==> src/rtl/adc_cal_pkg.sv <==
package adc_cal_pkg;

    localparam int RAW_W      = 12;
    localparam int COEF_W     = 32;
    localparam int FRAC_W     = 16;
    localparam int STORED_MSB = 27;
    localparam int AVG_LOG2   = 8;
    localparam int ACC_W      = RAW_W + AVG_LOG2;
    localparam int INT_W      = COEF_W - FRAC_W;

    typedef logic [COEF_W-1:0] coef_t;
    typedef logic [RAW_W-1:0]  code_t;

    localparam coef_t GAIN_UNITY = coef_t'(1) << FRAC_W;

    typedef struct packed {
        logic  vld;
        coef_t prod;
        coef_t off;
    } mac_stage_t;

    typedef struct packed {
        logic  vld;
        coef_t fixed;
        code_t code;
    } corr_result_t;

    // Widen a stored offset by copying its sign bit over the upper bits.
    function automatic coef_t widen_stored(input coef_t s);
        coef_t r;
        r = s;
        for (int i = STORED_MSB + 1; i < COEF_W; i++) begin
            r[i] = s[STORED_MSB];
        end
        return r;
    endfunction

    // Round to nearest on the top fraction bit, then clamp to the code range.
    function automatic code_t round_clamp(input coef_t v);
        logic signed [INT_W:0] ip;
        ip = $signed({v[COEF_W-1], v[COEF_W-1:FRAC_W]})
           + $signed({{INT_W{1'b0}}, v[FRAC_W-1]});
        if (ip < 0) begin
            return '0;
        end else if (ip > $signed({{(INT_W+1-RAW_W){1'b0}}, {RAW_W{1'b1}}})) begin
            return '1;
        end else begin
            return ip[RAW_W-1:0];
        end
    endfunction

endpackage

==> src/rtl/adc_coef_regs.sv <==
module adc_coef_regs
    import adc_cal_pkg::*;
(
    input  logic  clk,
    input  logic  rst,
    input  logic  ld_gain,
    input  logic  ld_off,
    input  coef_t data,
    output coef_t gain_q,
    output coef_t off_q
);

    always_ff @(posedge clk) begin
        if (rst) begin
            gain_q <= GAIN_UNITY;
            off_q  <= '0;
        end else begin
            if (ld_gain) gain_q <= data;
            if (ld_off)  off_q  <= widen_stored(data);
        end
    end

endmodule

==> src/rtl/adc_mac_pipe.sv <==
module adc_mac_pipe
    import adc_cal_pkg::*;
(
    input  logic         clk,
    input  logic         rst,
    input  logic         accept,
    input  code_t        code,
    input  coef_t        gain,
    input  coef_t        off,
    output corr_result_t res
);

    localparam int FULL_W = COEF_W + RAW_W;

    logic [FULL_W-1:0] full_prod;
    mac_stage_t        s1;
    coef_t             sum;

    assign full_prod = {{RAW_W{1'b0}}, gain} * {{COEF_W{1'b0}}, code};
    assign sum       = s1.prod + s1.off;

    // Stage 1: multiply with the coefficients current at the accepting edge.
    always_ff @(posedge clk) begin
        if (rst) begin
            s1 <= '0;
        end else begin
            s1.vld <= accept;
            if (accept) begin
                s1.prod <= full_prod[COEF_W-1:0];
                s1.off  <= off;
            end
        end
    end

    // Stage 2: add the offset, round and clamp.
    always_ff @(posedge clk) begin
        if (rst) begin
            res <= '0;
        end else begin
            res.vld <= s1.vld;
            if (s1.vld) begin
                res.fixed <= sum;
                res.code  <= round_clamp(sum);
            end
        end
    end

endmodule

==> src/rtl/adc_avg_acc.sv <==
module adc_avg_acc
    import adc_cal_pkg::*;
(
    input  logic  clk,
    input  logic  rst,
    input  logic  mode,
    input  logic  accept,
    input  code_t code,
    output logic  avg_vld,
    output code_t avg
);

    logic [ACC_W-1:0]    acc;
    logic [AVG_LOG2-1:0] cnt;
    logic [ACC_W-1:0]    acc_next;

    assign acc_next = acc + {{AVG_LOG2{1'b0}}, code};

    always_ff @(posedge clk) begin
        if (rst || !mode) begin
            acc     <= '0;
            cnt     <= '0;
            avg_vld <= 1'b0;
            if (rst) avg <= '0;
        end else if (accept) begin
            if (&cnt) begin
                avg_vld <= 1'b1;
                avg     <= acc_next[ACC_W-1:AVG_LOG2];
                acc     <= '0;
                cnt     <= '0;
            end else begin
                avg_vld <= 1'b0;
                acc     <= acc_next;
                cnt     <= cnt + 1'b1;
            end
        end else begin
            avg_vld <= 1'b0;
        end
    end

endmodule

==> src/rtl/adc_gain_offset_corr.sv <==
module adc_gain_offset_corr
    import adc_cal_pkg::*;
(
    input  logic        clk,
    input  logic        rst,
    input  logic        coef_load_gain,
    input  logic        coef_load_offset,
    input  logic [31:0] coef_data,
    input  logic        in_valid,
    output logic        in_ready,
    input  logic [11:0] in_code,
    input  logic        avg_mode,
    output logic        out_valid,
    output logic [31:0] out_fixed,
    output logic [11:0] out_code,
    output logic        avg_valid,
    output logic [11:0] avg_code
);

    coef_t        gain_q;
    coef_t        off_q;
    corr_result_t res;
    logic         accept;

    assign in_ready = ~rst;
    assign accept   = in_valid & in_ready;

    adc_coef_regs u_coef (
        .clk    (clk),
        .rst    (rst),
        .ld_gain(coef_load_gain),
        .ld_off (coef_load_offset),
        .data   (coef_data),
        .gain_q (gain_q),
        .off_q  (off_q)
    );

    adc_mac_pipe u_mac (
        .clk   (clk),
        .rst   (rst),
        .accept(accept),
        .code  (in_code),
        .gain  (gain_q),
        .off   (off_q),
        .res   (res)
    );

    adc_avg_acc u_avg (
        .clk    (clk),
        .rst    (rst),
        .mode   (avg_mode),
        .accept (accept),
        .code   (in_code),
        .avg_vld(avg_valid),
        .avg    (avg_code)
    );

    assign out_valid = res.vld;
    assign out_fixed = res.fixed;
    assign out_code  = res.code;

endmodule

==> config.mk <==
export PLATFORM = sky130hd
export DESIGN_NAME = adc_gain_offset_corr
export DESIGN_NICKNAME = d
export VERILOG_FILES = /design/src/rtl/adc_cal_pkg.sv /design/src/rtl/adc_coef_regs.sv /design/src/rtl/adc_mac_pipe.sv /design/src/rtl/adc_avg_acc.sv /design/src/rtl/adc_gain_offset_corr.sv
export SDC_FILE = /design/constraint.sdc
export NUM_CORES = 1
export LEC_CHECK = 0
export BUFFER_PORTS_ARGS = -buffer_cell sky130_fd_sc_hd__buf_2
export CORE_AREA = 3 3 259 197
export CTS_CLUSTER_DIAMETER = 200
export DETAILED_ROUTE_END_ITERATION = 12
export DIE_AREA = 0 0 262 200
export SYNTH_ARGS = -nofsm -noshare
export SYNTH_HDL_FRONTEND = slang
export SYNTH_SLANG_ARGS = --single-unit
==> constraint.sdc <==
create_clock -name clk -period 6.4 [get_ports clk]
set_input_delay 1.28 -clock clk [delete_from_list [all_inputs] [get_ports clk]]
set_output_delay 1.28 -clock clk [all_outputs]
set_load 0.01 [all_outputs]
==> key figures, run 1 <==
Synthesis
  • Number of distinct library cells after synthesis: 85
  • Dominant cells by area after synthesis: fa_1 (25%), dfxtp_1 (20%), mux2i_1 (6.5%)
  • Post-synth top area share: 0.2486
  • Ranking of synthesized cells by instance count: nand2_1 (308), inv_1 (299), fa_1 (241)
  • Post-Syn Area per Cell: 8.786 um^2
  • Synth Cell Area: 0.01941 mm^2
  • Synthesis Warnings: 0
  • Count leader, synth: nand2_1
  • Cells after synthesis: 2,209
  • Net Count, Synth: 2,595
  • Cell accounting for the most synthesized area: fa_1
  • Register bit count reported by yosys: 207
  • Ys async rst share: 0
  • Part of the Yosys area used for sequential elements: 0.2197
  • Number of enable-type register cells in the synthesized netlist: 12
  • Most instantiated flip-flop cell in the synthesis netlist: dfxtp_1

Detailed routing
  • First-iteration detailed-routing DRC count: 984
  • Number of nets still failing antenna checks after routing: 0
  • Average detailed-routed wire length per instance: 17.27 um
  • Via Count: 15,300
  • Wire length after detailed routing: 51.37 mm
  • Pre-antenna DRT Iters: 6
  • DR DRC count: 0
  • Number of vias per cell after detailed routing: 5.145

Floorplan
  • Number of ports placed on the die boundary: 109
  • CORE AREA: 0.04870 mm^2
  • DIE HEIGHT: 200 um
  • Die Width: 262 um
  • Starting density of the core: 0.3985
  • FP Rows: 70
  • DIE AREA: 0.05240 mm^2

Worst setup path
  • Count of cells along the worst register-to-register path: 19
  • Worst setup SP type: primary input
  • Critical path endpoint category: flip-flop
  • Reg-to-Reg Start: u_coef.gain_q[5]
  • Critical Path RT: 6.82 ns
  • Critical Path Fanout Max: 7
  • Critical path class: primary input to flip-flop
  • CP peak stage delay: 0.57 ns
  • WP buf/inv: 4
  • Data arrival, critical path: 6.53 ns
  • Crit-path most repeated cell: fa_1
  • List of cells traversed by the critical path: buf_2, nand2_1, fa_1, fa_1, fa_1, inv_1, fa_1, inv_1, fa_1, inv_1, ha_1, or3_1, o221a_2, o21ai_1, a21oi_2, o211ai_1, o211ai_1, a31oi_1, nor4_1, a311o_1
  • Setup slack, reg-to-reg: 0.57 ns
  • Endpoint of the most critical register-to-register path: u_mac.s1[60]
  • Largest delay share family, worst path: adder cells
  • Slowest cell on crit path: fa_1

STA
  • Worst-case headroom to the max-slew limit: 0.2545
  • Worst-margin pin slew: 1.118 ns
  • Final hold violation count: 0
  • Smallest setup slack after layout: 0.2849 ns
  • Maximum achievable frequency: 163.5 MHz
  • Minimum period implied by the final worst setup slack: 6.115 ns
  • Total count of max-transition violations in the final report: 0
  • Period Utilization, post-route: 0.9555
  • Final setup violation count: 0
  • RSZ-0062 raised after global routing: false
  • Worst Skew: 0.009578 ns

Clock network
  • Clock tree from TritonCTS: done
  • Clock-pin slew on the worst setup and hold paths: 0.06 ns
  • Num CTS Buffers: 24
  • Buffer depth of the longest clock path: 3
  • Buffer type at the clock tree root: clkbuf_16
  • Number of clock sinks: 207
  • Number of hold-repair buffers added at the cts stage: 0
  • Clock insertion delay at the later pin of the skew report: 0.53 ns
  • H-tree levels: 1
  • Buffer count from post-CTS setup fixing: 0

Placement
  • Post-DP HPWL: 40.46 mm
  • Cell Area, Placed: 0.02094 mm^2
  • Number of buffer cells added on primary ports: 108
  • Post-Place Setup Slack: -0.3448 ns
  • Final GP Congestion: 0.8710

GRT
  • Total global-route track usage: 0.1994
  • Number of antenna violations at the first check in global routing: 4
  • Final global-route overflow total: 0
  • Number of global-route vias before repair: 15,580
  • First-pass GRT wire length: 82.96 mm
  • Maximum number of pins on one net before global-route repair: 90

Worst hold path
  • Hold path startpoint: u_avg.acc[0]
  • Hold Path Depth: 2
  • Type of the most critical hold path: flip-flop to flip-flop
  • Hold EP: u_avg.acc[0]

Pwr
  • Leakage power summed over all cells: 0.01017 uW
  • Power density over cell area: 273.4 mW/mm^2
  • Peak VDD IR: 216.9 uV
  • Total Power Consumption: 5946 uW

Layout
  • Final non-filler cell area: 0.02175 mm^2
  • Number of antenna repair diodes: 0
  • Number of nets in the final layout: 2,695
  • P&R area growth vs syn: 12.05%
  • Share of final-layout standard cells stronger than drive strength 1: 0.1242

Run status
  • Run status: complete, no violations

Job
  • Max Cap Viol: 0
[cell families after synthesis]
kind of cell | count (synthesis) | share of synthesized area
adders and majority gates | 336 | 0.3098
and+or+nand+nor | 746 | 0.1757
DFF | 207 | 0.2197
muxes | 127 | 0.06576
AOI/OAI and AO/OA | 276 | 0.1007
xor gates and xnor gates | 95 | 0.04500
buffers and inverters | 422 | 0.08329
[final cells by class]
cell class	instances	area [um^2]
clock buffers	32	681.9
clock inverters	11	117.6
repair buffers	196	1210
fillers	4808	26950
well taps	648	810.8
inverters	300	1126
multi-input cells	1580	13530
flip-flops and latches	207	4265
[worst min-delay path, cell delays in order (launching register included)]
cell,delay [ns]
dfxtp_1,0.32
nand2_1,0.05
a21oi_1,0.05
[how the worst max path moves through the flow]
stage / cells past startpoint / to / slack (ns) / start
6_report: 20 / u_mac.s1[60] / 0.28 / in_code[3]
5_1_grt: 21 / u_mac.s1[60] / 0.02 / in_code[4]
4_1_cts: 20 / u_mac.s1[60] / 0.21 / in_code[3]
3_5_place_dp: 20 / u_mac.s1[60] / -0.34 / in_code[3]
3_3_place_gp: 20 / u_mac.s1[60] / -0.24 / in_code[3]
2_1_floorplan: 21 / u_mac.s1[60] / -0.01 / in_code[5]
[registers in the layout, indices dropped and copies added, names as in the netlist]
name / flops
u_avg.acc: 20
u_avg.cnt: 8
u_mac.res: 45
u_avg.avg_vld: 1
u_coef.off_q: 28
u_avg.avg: 12
u_mac.s1: 61
u_coef.gain_q: 32
[metal layers]
metal	wire, um	global-route usage
met4	1296	0.04754
met2	22680	0.3169
met3	3531	0.04679
met5	55	0
met1	23810	0.2770
[power breakdown]
part | internal (uW) | switching [uW]
combinational | 1340 | 1660
clock | 830 | 580
sequential | 1420 | 110
[metrics by stage]
step	utilization	std cells	TNS [ns]	hold WS, ns
2_1_floorplan	-	2209	-0.01246	0.4356
3_3_place_gp	0.4300	2931	-1.330	0.4462
3_5_place_dp	0.4300	2931	-2.004	0.4572
4_1_cts	0.4464	2974	0	0.4652
5_1_grt	0.4466	2974	0	0.4867
6_report	0.4466	2974	0	0.4638
[cells in the final DEF (no fill, tap or decap), drive strengths merged, types with 7 or more instances in the layout]
cell type | Yosys | routed
nand3 | 33 | 33
inv | 299 | 300
nand4 | 8 | 8
clkbuf | 99 | 32
a22oi | 10 | 10
xnor2 | 57 | 57
o21a | 8 | 8
nand2 | 309 | 309
a21o | 17 | 17
or3 | 10 | 10
a31oi | 16 | 16
edfxtp | 12 | 12
nor3 | 10 | 10
a221oi | 12 | 12
nor2b | 9 | 9
and3 | 22 | 22
a21boi | 8 | 8
o21ai | 52 | 52
and2 | 92 | 92
buf | 23 | 196
o211ai | 7 | 7
fa | 241 | 241
dfxtp | 195 | 195
xor2 | 38 | 38
a21oi | 81 | 81
a211oi | 19 | 19
clkinv | 1 | 7
nor2 | 222 | 222
ha | 95 | 95
mux2i | 126 | 126
[repair_timing]
| item | CTS | global route |
|---|---|---|
| hold endpoints to repair | 0 | 0 |
| gates resized for setup | 0 | 3 |
| endpoints found under the setup margin | 0 | 3 |
Note: power is estimated with default switching activity, not from simulation.
==> run 2, diff against run 1 <==
--- a/config.mk
+++ b/config.mk
@@ -10,6 +10,7 @@
 export CTS_CLUSTER_DIAMETER = 200
 export DETAILED_ROUTE_END_ITERATION = 12
 export DIE_AREA = 0 0 262 200
+export REMOVE_ABC_BUFFERS = 1
 export SYNTH_ARGS = -nofsm -noshare
 export SYNTH_HDL_FRONTEND = slang
 export SYNTH_SLANG_ARGS = --single-unit
==> key figures, run 2 (same netlist as run 1, synthesis figures left out) <==
Run status
  • Run status: complete, no violations

Placement
  • Post-DP HPWL: 43.20 mm
  • Cell Area, Placed: 0.02113 mm^2
  • Final GP Congestion: 0.8911
  • Number of buffer cells added on primary ports: 108
  • Post-Place Setup Slack: -0.3880 ns
  • Inst Count DP: 2,951

Layout
  • Register with the highest flop count: u_mac.s1
  • Number of antenna repair diodes: 0
  • Flip-flop count of the largest register after layout: 61
  • Area taken by multi-input logic gates: 0.01353 mm^2
  • Final non-filler cell area: 0.02194 mm^2
  • Number of nets in the final layout: 2,715
  • Area of all sequential standard cells: 0.004265 mm^2
  • Share of final-layout standard cells stronger than drive strength 1: 0.1325
  • P&R area growth vs syn: 13.05%
  • Fill count: 4,790
  • Most common cell after layout, fill and taps aside: nand2_1
  • Largest regs: u_mac.s1: 61 flops, u_mac.res: 45 flops, u_coef.gain_q: 32 flops
  • Filler-free cell count of the finished design: 2,995
  • Top library cells by usage in the layout, fill and taps aside: nand2_1 (308), inv_1 (299), fa_1 (241), nor2_1 (222), dfxtp_1 (194)

Detailed routing
  • Pre-antenna DRT Iters: 5
  • First-iteration detailed-routing DRC count: 961
  • Number of vias per cell after detailed routing: 5.158
  • Wire length after detailed routing: 53.70 mm
  • DR DRC count: 0
  • Average detailed-routed wire length per instance: 17.93 um
  • Via Count: 15,450
  • Number of nets still failing antenna checks after routing: 0

STA
  • Worst Skew: 0.009415 ns
  • Minimum period implied by the final worst setup slack: 6.115 ns
  • Smallest setup slack after layout: 0.2849 ns
  • Worst-case headroom to the max-slew limit: 0.2413
  • Worst-margin pin slew: 1.130 ns
  • Total count of max-transition violations in the final report: 0
  • RSZ-0062 raised after global routing: false
  • Maximum achievable frequency: 163.5 MHz
  • Final hold violation count: 0
  • Final setup violation count: 0
  • Period Utilization, post-route: 0.9555
  • Setup tns final: 0 ns

Floorplan
  • DIE AREA: 0.05240 mm^2
  • CORE AREA: 0.04870 mm^2
  • Number of ports placed on the die boundary: 109
  • FP Rows: 70
  • DIE HEIGHT: 200 um
  • Starting density of the core: 0.3985
  • Die Width: 262 um

Clock network
  • Buffer depth of the longest clock path: 3
  • H-tree levels: 1
  • Number of clock sinks: 207
  • Buffer type at the clock tree root: clkbuf_16
  • Buffer count from post-CTS setup fixing: 0
  • Clock tree from TritonCTS: done
  • Num CTS Buffers: 24
  • Cts repair resizes: 0
  • Number of hold-repair buffers added at the cts stage: 0
  • Clock insertion delay at the later pin of the skew report: 0.53 ns
  • Clock-pin slew on the worst setup and hold paths: 0.06 ns

GRT
  • Maximum number of pins on one net before global-route repair: 82
  • Total global-route track usage: 0.2092
  • Number of global-route vias before repair: 15,960
  • Number of antenna violations at the first check in global routing: 0
  • First-pass GRT wire length: 87.18 mm
  • Final global-route overflow total: 0

Worst setup path
  • Critical path endpoint category: flip-flop
  • Critical Path Fanout Max: 6
  • Critical path class: primary input to flip-flop
  • Data arrival, critical path: 6.53 ns
  • Critical Path RT: 6.82 ns
  • Worst setup SP type: primary input

Pwr
  • Peak VDD IR: 202.9 uV
  • Total Power Consumption: 5980 uW
  • Leakage power summed over all cells: 0.01029 uW
  • Power density over cell area: 272.6 mW/mm^2

Worst hold path
  • Type of the most critical hold path: flip-flop to flip-flop

Job
  • Max Cap Viol: 0
==> run 2: worst max-delay path: stages <==
cell,delay (ns)
buf_2,0.16
buf_4,0.16
nand2_1,0.07
fa_1,0.52
fa_1,0.41
inv_1,0.10
fa_1,0.42
fa_1,0.50
inv_1,0.06
fa_1,0.53
inv_1,0.04
ha_1,0.20
or3_1,0.38
o221a_2,0.25
o21ai_0,0.21
a21oi_1,0.16
o211ai_1,0.27
o211ai_1,0.18
a31oi_1,0.23
nor4_1,0.07
a311o_1,0.34
==> run 2: cell type report <==
| cell class | instances | area share |
|---|---|---|
| Multi-Input combinational cell | 1580 | 0.6167 |
| Sequential cell | 207 | 0.1944 |
| Timing Repair Buffer | 216 | 0.06370 |
| Inverter | 300 | 0.05133 |
| Tap cell | 648 | 0.03695 |
| Clock buffer | 29 | 0.03011 |
| Clock inverter | 15 | 0.006786 |
==> run 2: per-stage QoR <==
| step | util | hold WS (ns) |
|---|---|---|
| detailed placement | 0.4338 | 0.4507 |
| global placement | 0.4338 | 0.4434 |
| global route | 0.4505 | 0.4869 |
| finish | 0.4505 | 0.4597 |
| CTS | 0.4505 | 0.4590 |
| floorplan | - | 0.4295 |
==> run 2: per-layer routing <==
| metal | share of wire | vias to the layer above | routed length, um | global-route usage |
|---|---|---|---|---|
| met5 | 0 | - | 0 | 0 |
| met4 | 0.016 | 0 | 838 | 0.03489 |
| met3 | 0.078 | 46 | 4202 | 0.05108 |
| met2 | 0.44 | 444 | 23530 | 0.3244 |
| met1 | 0.47 | 7650 | 25130 | 0.3018 |
| li1 | - | 7308 | - | - |
==> run 2: path summary, 6_finish.rpt <==
kind	start	endpoint	slack, ns	cells after the start
worst max-delay path	in_code[4]	u_mac.s1[60]	0.28	21
worst min register to register	u_avg.acc[0]	u_avg.acc[0]	0.46	2
worst min-delay path	u_avg.acc[0]	u_avg.acc[0]	0.46	2
worst max register to register	u_coef.gain_q[3]	u_mac.s1[60]	0.58	19
==> run 2: power breakdown <==
part / total (uW) / switching, uW / internal (uW)
clock network: 1410 / 584 / 823
logic: 3040 / 1700 / 1340
registers: 1540 / 115 / 1420
==> run 3, diff against run 2 <==
--- a/config.mk
+++ b/config.mk
@@ -10,6 +10,7 @@
 export CTS_CLUSTER_DIAMETER = 200
 export DETAILED_ROUTE_END_ITERATION = 12
 export DIE_AREA = 0 0 262 200
+export RECOVER_POWER = 100
 export REMOVE_ABC_BUFFERS = 1
 export SYNTH_ARGS = -nofsm -noshare
 export SYNTH_HDL_FRONTEND = slang
==> key figures, run 3 (same netlist as run 1, synthesis figures left out) <==
Run status
  • Run status: finished, violations left
  • Failing checks: capacitance limit, slew limit

Layout
  • Number of nets in the final layout: 2,715
  • Share of final-layout standard cells stronger than drive strength 1: 0.1010
  • P&R area growth vs syn: 12.17%
  • Flip-flop count of the largest register after layout: 61
  • Most common cell after layout, fill and taps aside: nand2_1
  • Largest regs: u_mac.s1: 61 flops, u_mac.res: 45 flops, u_coef.gain_q: 32 flops
  • Final design utilization: 0.4470
  • Register with the highest flop count: u_mac.s1
  • Top library cells by usage in the layout, fill and taps aside: nand2_1 (308), inv_1 (299), fa_1 (241), nor2_1 (222), dfxtp_1 (194)
  • Number of antenna repair diodes: 0

STA
  • Worst Skew: 0.008979 ns
  • Maximum achievable frequency: 162.7 MHz
  • Smallest setup slack after layout: 0.2536 ns
  • Total count of max-transition violations in the final report: 128
  • Period Utilization, post-route: 0.9604
  • Minimum period implied by the final worst setup slack: 6.146 ns
  • Final setup violation count: 0
  • RSZ-0062 raised after global routing: false
  • Final hold violation count: 0
  • Worst-margin pin slew: 3.092 ns
  • Setup tns final: 0 ns
  • Worst-case headroom to the max-slew limit: -1.061

GRT
  • Maximum number of pins on one net before global-route repair: 82
  • Number of antenna violations at the first check in global routing: 0
  • Total global-route track usage: 0.2092
  • First-pass GRT wire length: 87.18 mm
  • Final global-route overflow total: 0
  • Number of global-route vias before repair: 15,960

Worst setup path
  • Worst setup SP type: primary input
  • Critical path class: primary input to flip-flop
  • Critical Path RT: 6.85 ns
  • Crit-path most repeated cell: fa_1
  • Slowest cell on crit path: fa_1
  • List of cells traversed by the critical path: buf_2, clkbuf_1, nand2_1, fa_1, inv_1, fa_1, fa_1, inv_1, fa_1, inv_1, ha_1, a211o_1, a21oi_1, and3_1, o31ai_1, nand3_1, nand2_1, o21ai_1, buf_4, o21bai_1, or3_1, a31oi_1
  • Worst path depth: 22
  • CP peak stage delay: 0.55 ns
  • Critical Path Fanout Max: 11
  • WP buf/inv: 6
  • Largest delay share family, worst path: adder cells
  • Count of cells along the worst register-to-register path: 19
  • Critical path endpoint category: flip-flop
  • Data arrival, critical path: 6.60 ns
  • Setup slack, reg-to-reg: 0.57 ns

Job
  • Max Cap Viol: 3

Worst hold path
  • Hold Path Depth: 2
  • Type of the most critical hold path: flip-flop to flip-flop

Clock network
  • Buffer count from post-CTS setup fixing: 0
  • Cts repair resizes: 0
  • H-tree levels: 1
  • Clock-pin slew on the worst setup and hold paths: 0.06 ns
  • Number of hold-repair buffers added at the cts stage: 0
  • Clock tree from TritonCTS: done
  • Num CTS Buffers: 24
  • Buffer depth of the longest clock path: 3
  • Number of clock sinks: 207
  • Clock insertion delay at the later pin of the skew report: 0.53 ns
  • Buffer type at the clock tree root: clkbuf_16

Floorplan
  • DIE HEIGHT: 200 um
  • Starting density of the core: 0.3985
  • FP Rows: 70
  • DIE AREA: 0.05240 mm^2
  • Number of ports placed on the die boundary: 109
  • CORE AREA: 0.04870 mm^2
  • Die Width: 262 um

Detailed routing
  • Number of nets still failing antenna checks after routing: 0
  • Number of vias per cell after detailed routing: 5.171
  • Average detailed-routed wire length per instance: 17.94 um
  • First-iteration detailed-routing DRC count: 1,022
  • Via Count: 15,490
  • DR DRC count: 0
  • Pre-antenna DRT Iters: 5
  • Wire length after detailed routing: 53.74 mm

Pwr
  • Power density over cell area: 273.2 mW/mm^2
  • Leakage power summed over all cells: 0.01001 uW
  • Peak VDD IR: 202.8 uV

Placement
  • Final GP Congestion: 0.8911
  • Post-DP HPWL: 43.20 mm
  • Number of buffer cells added on primary ports: 108
  • Post-Place Setup Slack: -0.3880 ns
[run 3: cell types whose count changed in the layout (fill, tap and decap cells not counted), moves of 2 or more]
cell and change:
o21ai_0 +2, buf_2 -59, and2_1 -2, a221oi_1 +6, and2_0 +2, clkbuf_1 +64
buf_4 -9, clkbuf_4 +4, a221oi_2 -6
[run 3: through the flow]
step	instances	hold slack [ns]	instance area (um^2)	power (uW)
finish	2995	0.4609	21770	5947
global route	2995	0.4869	21770	6426
CTS	2995	0.4590	21940	6028
detailed placement	2951	0.4507	21130	4585
global placement	2951	0.4434	21130	4526
floorplan	2087	0.4295	18920	3517
[run 3: path summary, 6_finish.rpt]
path                                  startpoint            to
worst min-delay path                u_avg.acc[0]  u_avg.acc[0]
worst max register to register  u_coef.gain_q[4]  u_mac.s1[60]
worst min register to register      u_avg.acc[0]  u_avg.acc[0]
worst max-delay path                  in_code[1]  u_mac.s1[63]
[run 3: cell type report]
| type | instances | area [um^2] |
|---|---|---|
| fill | 4855 | 26930 |
| clock buffer | 29 | 660.6 |
| timing repair buffer | 216 | 1299 |
| clock inverter | 15 | 148.9 |
| inverter | 300 | 1126 |
| tap | 648 | 810.8 |
| sequential | 207 | 4265 |
| multi-input combinational | 1580 | 13460 |
[run 3: power by group]
part	leakage (uW)	switching [uW]	internal, uW
registers	0.00172	116	1420
clock network	0.000395	585	823
logic	0.00790	1680	1320
[run 3: tightest hold or removal path, stage by stage, from the launching register on]
cell	delay, ns
dfxtp_1	0.31
nand2_1	0.05
a21oi_1	0.05
[run 3: metal layers]
layer / part of all wire / global-route usage / vias to the layer above
met3: 0.079 / 0.05108 / 45
met1: 0.47 / 0.3018 / 7663
met4: 0.015 / 0.03489 / 0
met2: 0.44 / 0.3244 / 475
li1: - / - / 7303
met5: 0 / 0 / -
